--- src/rtl/dma_addr_pkg.sv ---
package dma_addr_pkg;
  typedef enum logic {SIDE_SRC = 1'b0, SIDE_DST = 1'b1} side_e;
  localparam int unsigned NUM_SIDES = 2;

  typedef struct packed {
    logic init;
    logic acc;
    logic minor;
    logic major;
  } strobe_t;
endpackage

--- src/rtl/dma_mod_mask.sv ---
// keep_o marks address bits frozen by the modulo window
module dma_mod_mask #(
  parameter int unsigned ADDR_W = 32,
  parameter int unsigned MOD_W  = 5
) (
  input  logic [MOD_W-1:0]  mod_i,
  output logic [ADDR_W-1:0] keep_o
);
  logic active;
  assign active = (mod_i != '0);

  for (genvar b = 0; b < ADDR_W; b++) begin : g_bit
    assign keep_o[b] = active && (32'(b) >= 32'(mod_i));
  end
endmodule

--- src/rtl/dma_size_dec.sv ---
module dma_size_dec #(
  parameter int unsigned SIZE_W  = 3,
  parameter int unsigned BYTES_W = 7
) (
  input  logic [SIZE_W-1:0]  size_i,
  output logic [BYTES_W-1:0] bytes_o
);
  for (genvar b = 0; b < BYTES_W; b++) begin : g_code
    assign bytes_o[b] = (32'(size_i) == b);
  end
endmodule

--- src/rtl/dma_addr_lane.sv ---
module dma_addr_lane
  import dma_addr_pkg::*;
#(
  parameter int unsigned ADDR_W = 32,
  parameter int unsigned OFF_W  = 16,
  parameter int unsigned MOFF_W = 32,
  parameter int unsigned MOD_W  = 5
) (
  input  logic              clk_i,
  input  logic              rst_ni,
  input  strobe_t           stb_i,
  input  logic              minor_en_i,
  input  logic [ADDR_W-1:0] init_addr_i,
  input  logic [OFF_W-1:0]  off_i,
  input  logic [MOFF_W-1:0] moff_i,
  input  logic [ADDR_W-1:0] last_i,
  input  logic [MOD_W-1:0]  mod_i,
  output logic [ADDR_W-1:0] addr_o
);
  logic [ADDR_W-1:0] addr_q, addr_d, keep, step_sum, stepped, moff_x, off_x;
  logic              upd;

  dma_mod_mask #(.ADDR_W(ADDR_W), .MOD_W(MOD_W)) u_mask (
    .mod_i (mod_i),
    .keep_o(keep)
  );

  assign off_x    = ADDR_W'($signed(off_i));
  assign moff_x   = ADDR_W'($signed(moff_i));
  assign step_sum = addr_q + off_x;

  always_comb begin
    stepped = stb_i.acc ? ((addr_q & keep) | (step_sum & ~keep)) : addr_q;
    if (stb_i.init)       addr_d = init_addr_i;
    else if (stb_i.major) addr_d = addr_q + last_i;
    else if (stb_i.minor && minor_en_i) addr_d = stepped + moff_x;
    else                  addr_d = stepped;
  end

  assign upd = stb_i.init | stb_i.acc | stb_i.minor | stb_i.major;

  always_ff @(posedge clk_i or negedge rst_ni) begin
    if (!rst_ni)  addr_q <= '0;
    else if (upd) addr_q <= addr_d;
  end

  assign addr_o = addr_q;
endmodule

--- src/rtl/dma_circ_addr_gen.sv ---
module dma_circ_addr_gen
  import dma_addr_pkg::*;
#(
  parameter int unsigned ADDR_W  = 32,
  parameter int unsigned OFF_W   = 16,
  parameter int unsigned MOFF_W  = 32,
  parameter int unsigned MOD_W   = 5,
  parameter int unsigned SIZE_W  = 3,
  parameter int unsigned BYTES_W = 7
) (
  input  logic               clk_i,
  input  logic               rst_ni,
  input  logic               init_i,
  input  logic [ADDR_W-1:0]  init_src_addr_i,
  input  logic [ADDR_W-1:0]  init_dst_addr_i,
  input  logic               rd_done_i,
  input  logic               wr_done_i,
  input  logic               minor_end_i,
  input  logic               major_end_i,
  input  logic [OFF_W-1:0]   src_off_i,
  input  logic [OFF_W-1:0]   dst_off_i,
  input  logic [MOD_W-1:0]   src_mod_i,
  input  logic [MOD_W-1:0]   dst_mod_i,
  input  logic [SIZE_W-1:0]  src_size_i,
  input  logic [SIZE_W-1:0]  dst_size_i,
  input  logic [MOFF_W-1:0]  minor_off_i,
  input  logic               src_minor_en_i,
  input  logic               dst_minor_en_i,
  input  logic [ADDR_W-1:0]  src_last_i,
  input  logic [ADDR_W-1:0]  dst_last_i,
  output logic [ADDR_W-1:0]  src_addr_o,
  output logic [ADDR_W-1:0]  dst_addr_o,
  output logic [BYTES_W-1:0] src_bytes_o,
  output logic [BYTES_W-1:0] dst_bytes_o
);
  localparam int unsigned NS = NUM_SIDES;

  strobe_t            stb   [NS];
  logic               men   [NS];
  logic [ADDR_W-1:0]  init_a[NS];
  logic [OFF_W-1:0]   off   [NS];
  logic [ADDR_W-1:0]  last  [NS];
  logic [MOD_W-1:0]   modc  [NS];
  logic [SIZE_W-1:0]  size  [NS];
  logic [ADDR_W-1:0]  addr  [NS];
  logic [BYTES_W-1:0] bytes [NS];

  always_comb begin
    stb[SIDE_SRC]    = '{init: init_i, acc: rd_done_i, minor: minor_end_i, major: major_end_i};
    stb[SIDE_DST]    = '{init: init_i, acc: wr_done_i, minor: minor_end_i, major: major_end_i};
    men[SIDE_SRC]    = src_minor_en_i;
    men[SIDE_DST]    = dst_minor_en_i;
    init_a[SIDE_SRC] = init_src_addr_i;
    init_a[SIDE_DST] = init_dst_addr_i;
    off[SIDE_SRC]    = src_off_i;
    off[SIDE_DST]    = dst_off_i;
    last[SIDE_SRC]   = src_last_i;
    last[SIDE_DST]   = dst_last_i;
    modc[SIDE_SRC]   = src_mod_i;
    modc[SIDE_DST]   = dst_mod_i;
    size[SIDE_SRC]   = src_size_i;
    size[SIDE_DST]   = dst_size_i;
  end

  for (genvar s = 0; s < NS; s++) begin : g_side
    dma_addr_lane #(
      .ADDR_W(ADDR_W), .OFF_W(OFF_W), .MOFF_W(MOFF_W), .MOD_W(MOD_W)
    ) u_lane (
      .clk_i      (clk_i),
      .rst_ni     (rst_ni),
      .stb_i      (stb[s]),
      .minor_en_i (men[s]),
      .init_addr_i(init_a[s]),
      .off_i      (off[s]),
      .moff_i     (minor_off_i),
      .last_i     (last[s]),
      .mod_i      (modc[s]),
      .addr_o     (addr[s])
    );

    dma_size_dec #(.SIZE_W(SIZE_W), .BYTES_W(BYTES_W)) u_size (
      .size_i (size[s]),
      .bytes_o(bytes[s])
    );
  end

  assign src_addr_o  = addr[SIDE_SRC];
  assign dst_addr_o  = addr[SIDE_DST];
  assign src_bytes_o = bytes[SIDE_SRC];
  assign dst_bytes_o = bytes[SIDE_DST];
endmodule

--- config.mk ---
export PLATFORM = sky130hd
export DESIGN_NAME = dma_circ_addr_gen
export DESIGN_NICKNAME = d
export VERILOG_FILES = /design/src/rtl/dma_addr_pkg.sv /design/src/rtl/dma_mod_mask.sv /design/src/rtl/dma_size_dec.sv /design/src/rtl/dma_addr_lane.sv /design/src/rtl/dma_circ_addr_gen.sv
export SDC_FILE = /design/constraint.sdc
export NUM_CORES = 1
export LEC_CHECK = 0
export BUFFER_PORTS_ARGS = -buffer_cell sky130_fd_sc_hd__buf_2
export CAP_MARGIN = 20
export CELL_PAD_IN_SITES_DETAIL_PLACEMENT = 1
export CELL_PAD_IN_SITES_GLOBAL_PLACEMENT = 1
export CORE_UTILIZATION = 25
export CTS_BUF_LIST = sky130_fd_sc_hd__clkbuf_2
export DETAILED_ROUTE_END_ITERATION = 7
export PLACE_DENSITY = 0.53
export SYNTH_ARGS = -nofsm -noshare
export SYNTH_HDL_FRONTEND = slang
export SYNTH_HIERARCHICAL = 1
export SYNTH_SLANG_ARGS = --single-unit
--- constraint.sdc ---
create_clock -name clk_i -period 6.4 [get_ports clk_i]
set_clock_uncertainty 0.2 [all_clocks]
set_input_delay 0.32 -clock clk_i [delete_from_list [all_inputs] [get_ports clk_i]]
set_output_delay 0.32 -clock clk_i [all_outputs]
set_load 0.02 [all_outputs]
==> impl_results.md, run 1 <==
- CTS Buf Count: 9
- Ys Warns: 6
- Via count: approximately 18,000
- Met3 Use GR: 0.0143
- Leak: roughly 8.6 nW
- Main combinational cell family by area after synthesis: compound AO/OA/AOI/OAI gates
- Peak supply drop: between 90 and 100 uV
- Register area share after synthesis: 0.106
- CTS HTree Levels: 3
- Placed instance count: approximately 3,000
- Io pins: ~300
- Met1 GRT Util: 0.290
- Netlist cell types: 102
- Max FO, Critical Path: 5
- Fin. max-slew vios: 0
- CP endpoint kind: register
- Syn_nets: around 2,500
- Share of cells above drive strength 1: 0.174
- Number of synthesized flops with an enable pin: 0
- Post-Synth Simple-Gate Area: 0.184
- Placed cell areas: 17,400 um2
- Leading cell type in the layout, fill and taps excluded: buf_2
- Most frequent cells in the layout: buf_2 (293), ha_1 (196), a21oi_1 (188)
- PwrDens: roughly 260 nW/um2
- Initial Util: 0.255
- Core Box Area: roughly 59,000 um2
- Global-route wire length before repair: ~110,000 um
- Final period utilization: 0.959
- Worst slew margin: 0.248
- Number of flip-flops in the largest register: 64
- Top cell type's share of synthesized area: 0.162
- Hpwl dp: ~57,000 um
- Final WL: ~70,000 um
- Layout Utilization: 0.323
- Die ar.: slightly above 60,000 um2
- Final Instance Area: between 15,000 and 20,000 um2
- Hold WS: about 0.11 ns
- Critical Path AT: approximately 6.6 ns
- Final WS setup: 0.264 ns
- Area Growth Syn to Fin: 26.8%
- Max clock buf depth: 2
- I/O Buffers: between 200 and 300
- Peak Freq: roughly 160 MHz
- Hold/Removal Path Class: input pin to register
- Chip height: around 250 um
- Fill cells: 7,370
- Detailed Route Iter0 Violations: between 700 and 800
- Worst Path Required: ~6.9 ns
- Drc violations: 0
- Wire per inst: ~22 um
- Top cells by area, synth: ha_1 (16%), dfrtp_1 (11%), a21oi_1 (6.2%)
- Number of global-route vias before repair: ~18,000
- Yosys reg bits: 64
- Rows: a little under 90
- Final Instance Count excl. Fillers: roughly 3,200
- Synth Flop Type: dfrtp_1
- Post-synthesis mux area share: 0.0132
- CTS tree: built
- Final setup viols: 0
- Synth Area in Compound Gates: 0.389
- Area share of fa/ha/maj cells after synthesis: 0.170
- Async SR Flop Fraction: 1.00
- Setup WS pre-CTS: -0.0119 ns
- Critical path class: register to register
- Vias per cell: between 5 and 6
- Final net count: around 2,900
- Worst-skew pair later-pin latency: 0.78 ns
- Status: finished clean
- Post-Synthesis Cells: a little over 2,000
- GRT Max-Usage Layer: met2
- Largest net degree at the start of global routing: 47
- Worst Max-Slew Pin Slew: between 1 and 1.5 ns
- Met2 GRT Util: 0.391
- Mapped Area: approximately 15,000 um2
- Number of max-cap violations: 0
- Routed Antenna Nets: 0
- # clock sinks: 64
- CP Launch Type: register
- Drt pass-1 iters: 5
- R2R Setup Slk: around 0.26 ns
- Fin. Hold Viols: 0
- Final min period: 6.14 ns
- Avg Inst Size Synth: around 7.4 um2
- Post-synth top area cell: ha_1
- Overflow after GRT: 0
- Chip Width: between 200 and 250 um
- GRT Total Usage: 0.223
- Gpl congestion: between 0.8 and 0.9
- Initial antenna violation count: 5
- CTS clk-pin slew, worst paths: 0.26 ns
- Clock root buffer: clkbuf_2
- Xor and xnor area share after synthesis: 0.0915
[per-stage QoR]
stage	setup TNS, ns	power, mW
3_3_place_gp	0	4.48
6_report	0	5.03
4_1_cts	0	4.98
5_1_grt	-0.00248	5.49
3_5_place_dp	-0.0119	4.52
2_1_floorplan	0	3.37
[routing by layer]
metal / vias up / share of wire / wire [um]
met3: 66 / 0.027 / 1860
li1: 8605 / - / -
met1: 8485 / 0.47 / 32500
met2: 351 / 0.49 / 33900
met5: - / 0.00011 / 8
met4: 2 / 0.021 / 1470
[final timing paths]
path                            cells past startpoint                                    start                                 endpoint
worst max register to register                     20  g_side[0].u_lane/addr_o[16]$_DFFE_PN0P_  g_side[0].u_lane/addr_o[28]$_DFFE_PN0P_
worst max-delay path                               20  g_side[0].u_lane/addr_o[16]$_DFFE_PN0P_  g_side[0].u_lane/addr_o[28]$_DFFE_PN0P_
max in group asynchronous                           4                                   rst_ni   g_side[0].u_lane/addr_o[6]$_DFFE_PN0P_
worst min register to register                      2  g_side[1].u_lane/addr_o[15]$_DFFE_PN0P_  g_side[1].u_lane/addr_o[15]$_DFFE_PN0P_
min in group asynchronous                           4                                   rst_ni   g_side[1].u_lane/addr_o[1]$_DFFE_PN0P_
worst min-delay path                                4                           src_last_i[25]  g_side[0].u_lane/addr_o[31]$_DFFE_PN0P_
[where the power goes]
group	internal [mW]	switching [mW]	total [mW]
clock network	0.0507	0.202	0.253
registers	0.489	0.170	0.659
logic	1.73	2.39	4.12
[synthesized netlist by cell type (33+ instances only)]
cell,number
a211oi_1,58
a21o_1,108
a21oi_1,188
clkbuf_1,54
dfrtp_1,64
ha_1,196
inv_1,64
nand2_1,159
nand3_1,46
nor2_1,140
nor3_1,46
o21a_1,36
o21ai_0,173
o21bai_1,33
o31ai_1,57
xnor2_1,89
xor2_1,65
[worst max-delay path, stage by stage (launching register included)]
cell and delay (ns):
dfrtp_1 0.53, ha_1 0.42, nand4_1 0.17, or2_0 0.26, or4b_4 0.57, nand3b_1 0.19
a21oi_1 0.10, xor2_1 0.18, o31ai_2 0.33, ha_1 0.33, a21o_1 0.17, a21o_1 0.17
a21o_1 0.19, a21o_1 0.18, a21oi_1 0.15, o21ai_0 0.12, or3_1 0.35, a31oi_1 0.16
dlygate4sd3_1 0.57, o211ai_1 0.09, dlygate4sd3_1 0.57
[timing repair]
item                       in CTS  in global routing
gates cloned                    0                  0
pin swaps                       0                  4
hold buffers                  158                  0
hold endpoints to repair      128                  0
resized for setup               2                 23
setup endpoints to repair       1                 13
buffers inserted                0                  1
[cell families (layout without fill, tap and decap cells)]
family,count (synthesis),count (layout)
other cells,2,6
compound gates,885,885
mux,19,19
xor+xnor,156,156
buf+inv,152,571
fa+ha+maj,202,202
simple gates,556,556
flops,64,64
[cell type report]
| class | instances | area (um2) | share of cell area |
|---|---|---|---|
| well taps | 773 | 967 | 0.0503 |
| repair buffers | 488 | 3340 | 0.173 |
| clock inverters | 5 | 23.8 | 0.00124 |
| multi-input cells | 1820 | 13000 | 0.675 |
| clock buffers | 11 | 55.1 | 0.00286 |
| inverters | 67 | 251 | 0.0131 |
| diodes | 4 | 10.0 | 0.000520 |
| flip-flops and latches | 64 | 1600 | 0.0833 |
No activity file was read; power rests on OpenSTA's default activity.
==> inputs of run 2 (changes only) <==
--- a/config.mk
+++ b/config.mk
@@ -13,7 +13,9 @@
 export CTS_BUF_LIST = sky130_fd_sc_hd__clkbuf_2
 export DETAILED_ROUTE_END_ITERATION = 7
 export PLACE_DENSITY = 0.53
+export SKIP_LAST_GASP = 1
 export SYNTH_ARGS = -nofsm -noshare
 export SYNTH_HDL_FRONTEND = slang
 export SYNTH_HIERARCHICAL = 1
 export SYNTH_SLANG_ARGS = --single-unit
+export TNS_END_PERCENT = 5
==> constraint.sdc (replaced) <==
create_clock -name clk_i -period 6.4 [get_ports clk_i]
set_clock_uncertainty 0.2 [all_clocks]
set_input_delay 0.32 -clock clk_i [delete_from_list [all_inputs] [get_ports clk_i]]
set_output_delay 0.32 -clock clk_i [all_outputs]
set_load 0.01 [all_outputs]
==> run 2 against run 1 <==
Compared with the run above: utilization hardly changed; die area stayed put; via count hardly changed; critical path depth is 2 higher; sequential share of layout area hardly changed; routed wire length hardly changed; largest cell class unchanged; clock-buffer cell count stayed put; highest routed layer unchanged; global-route usage stayed put; clock power hardly changed; register-to-register slack hardly changed.
==> impl_results.md, run 2 (same netlist as run 1, synthesis figures left out) <==
- Gpl congestion: between 0.8 and 0.9
- Internal: 2.26 mW
- Drc violations: 0
- Overflow after GRT: 0
- Worst Max-Slew Pin Slew: approximately 1.1 ns
- Max clock buf depth: 2
- Peak supply drop: 93.7 uV
- Area Growth Syn to Fin: 26.7%
- Switching Power: approximately 2.7 mW
- Rows: 89
- Placed instance count: about 3,100
- Vias per cell: about 5.4
- Setup TNS: 0 ns
- Drt pass-1 iters: 5
- CP Launch Type: register
- Largest net degree at the start of global routing: 47
- Fin. Hold Viols: 0
- Placed cell areas: between 15,000 and 20,000 um2
- Leading cell type in the layout, fill and taps excluded: buf_2
- Final net count: between 2,000 and 3,000
- Seq pwr share: 0.133
- Global-route wire length before repair: roughly 110,000 um
- Max layer used: met5
- Min-Delay Path Depth: 5
- Die ar.: just over 60,000 um2
- Final setup viols: 0
- Worst-skew pair later-pin latency: a little under 0.8 ns
- PwrDens: 258 nW/um2
- Met3 WL: between 1500 and 2000 um
- Final period utilization: 0.960
- CP endpoint kind: register
- Leak: between 8 and 9 nW
- Peak Freq: between 150 and 200 MHz
- Status: finished clean
- Share of cells above drive strength 1: 0.174
- Detailed Route Iter0 Violations: 769
- Initial antenna violation count: 5
- # clock sinks: 64
- R2R cell count: 22
- DR WL met2: roughly 34,000 um
- Logic pwr share: 0.816
- Hold/Removal Path Class: input pin to register
- Hpwl dp: approximately 57,000 um
- Chip height: 248 um
- GRT Total Usage: 0.223
- Wire per inst: approximately 22 um
- Critical path class: register to register
- Fin. max-slew vios: 0
- Critical Path AT: between 6 and 7 ns
- Number of max-cap violations: 0
- CTS Buf Count: 9
- Clock root buffer: clkbuf_2
- Core Box Area: approximately 59,000 um2
- Layout Utilization: 0.323
- Power Total: between 4 and 5 mW
- R2R Setup Slk: around 0.26 ns
- Number of flip-flops in the largest register: 64
- Initial Util: 0.255
- Hold WS: between 0.1 and 0.15 ns
- Final WL: ~70,000 um
- Switching Share: 0.543
- M1 WL: about 33,000 um
- Worst Path Required: between 6 and 7 ns
- Max FO, Critical Path: 4
- Final Instance Area: 19,200 um2
- Number of global-route vias before repair: between 15,000 and 20,000
- I/O Buffers: 294
- Routed Antenna Nets: 0
- Setup WS pre-CTS: -0.0119 ns
- CTS clk-pin slew, worst paths: ~0.22 ns
- Most frequent cells in the layout: buf_2 (293), ha_1 (196), a21oi_1 (188)
- Chip Width: 248 um
- RSZ-0062 raised after global routing: true
- CTS HTree Levels: 3
- CTS tree: built
- Clk network pwr share: 0.051
- Via count: 17,500
- Io pins: between 200 and 300
- Final min period: around 6.1 ns
- Final WS setup: between 0.2 and 0.3 ns
- Final Instance Count excl. Fillers: ~3,200
- Worst slew margin: 0.235
run 2: power by group through the flow:
stage	clock [mW]	sequential [mW]	combinational, mW
global placement	0	0.663	3.74
finish	0.254	0.659	4.04
detailed placement	0	0.667	3.78
CTS	0.273	0.659	3.98
floorplan	0	0.631	2.67
global route	0.277	0.673	4.46
run 2: final timing paths:
check	start	to
setup / recovery	g_side[1].u_lane/addr_o[0]$_DFFE_PN0P_	g_side[1].u_lane/addr_o[25]$_DFFE_PN0P_
hold / removal	src_last_i[8]	g_side[0].u_lane/addr_o[8]$_DFFE_PN0P_
setup reg to reg	g_side[1].u_lane/addr_o[0]$_DFFE_PN0P_	g_side[1].u_lane/addr_o[25]$_DFFE_PN0P_
hold reg to reg	g_side[1].u_lane/addr_o[30]$_DFFE_PN0P_	g_side[1].u_lane/addr_o[30]$_DFFE_PN0P_
max in group asynchronous	rst_ni	g_side[0].u_lane/addr_o[6]$_DFFE_PN0P_
min in group asynchronous	rst_ni	g_side[1].u_lane/addr_o[1]$_DFFE_PN0P_
run 2: cell type report:
class,count,area (um2)
inverter,67,251
antenna,3,7.51
multi-input combinational,1820,13000
sequential,64,1600
tap,773,967
clock inverter,5,23.8
fill,7370,40300
timing repair buffer,488,3340
clock buffer,11,55.1
run 2: worst max-delay path, cell delays in order, from the launching register on:
cell and delay [ns]:
dfrtp_1 0.43, ha_1 0.23, fa_1 0.42, a21o_1 0.18
a21o_1 0.22, a2111oi_2 0.44, o21ai_2 0.12, a31oi_1 0.26
nor2b_1 0.08, o21ai_1 0.17, mux2i_1 0.25, o21ai_0 0.14
ha_1 0.37, nand2_1 0.10, or3_1 0.38, or4_4 0.52
nand2_1 0.12, a21o_1 0.14, a21oi_1 0.11, xnor2_2 0.28
o31ai_1 0.10, o31ai_1 0.21, dlygate4sd3_1 0.59
run 2: repair_timing:
item | 4_1_cts | 5_1_grt
hold buffers | 158 | 0
resized for setup | 2 | 19
pin swaps | 0 | 3
endpoints found under the setup margin | 1 | 13
setup buffers | 0 | 1
endpoints found under the hold margin | 128 | 0
run 2: per-layer routing:
layer / vias up / GRT usage
li1: 8610 / -
met1: 8500 / 0.290
met2: 323 / 0.391
met3: 63 / 0.0143
met4: 2 / 0.0644
met5: - / 0
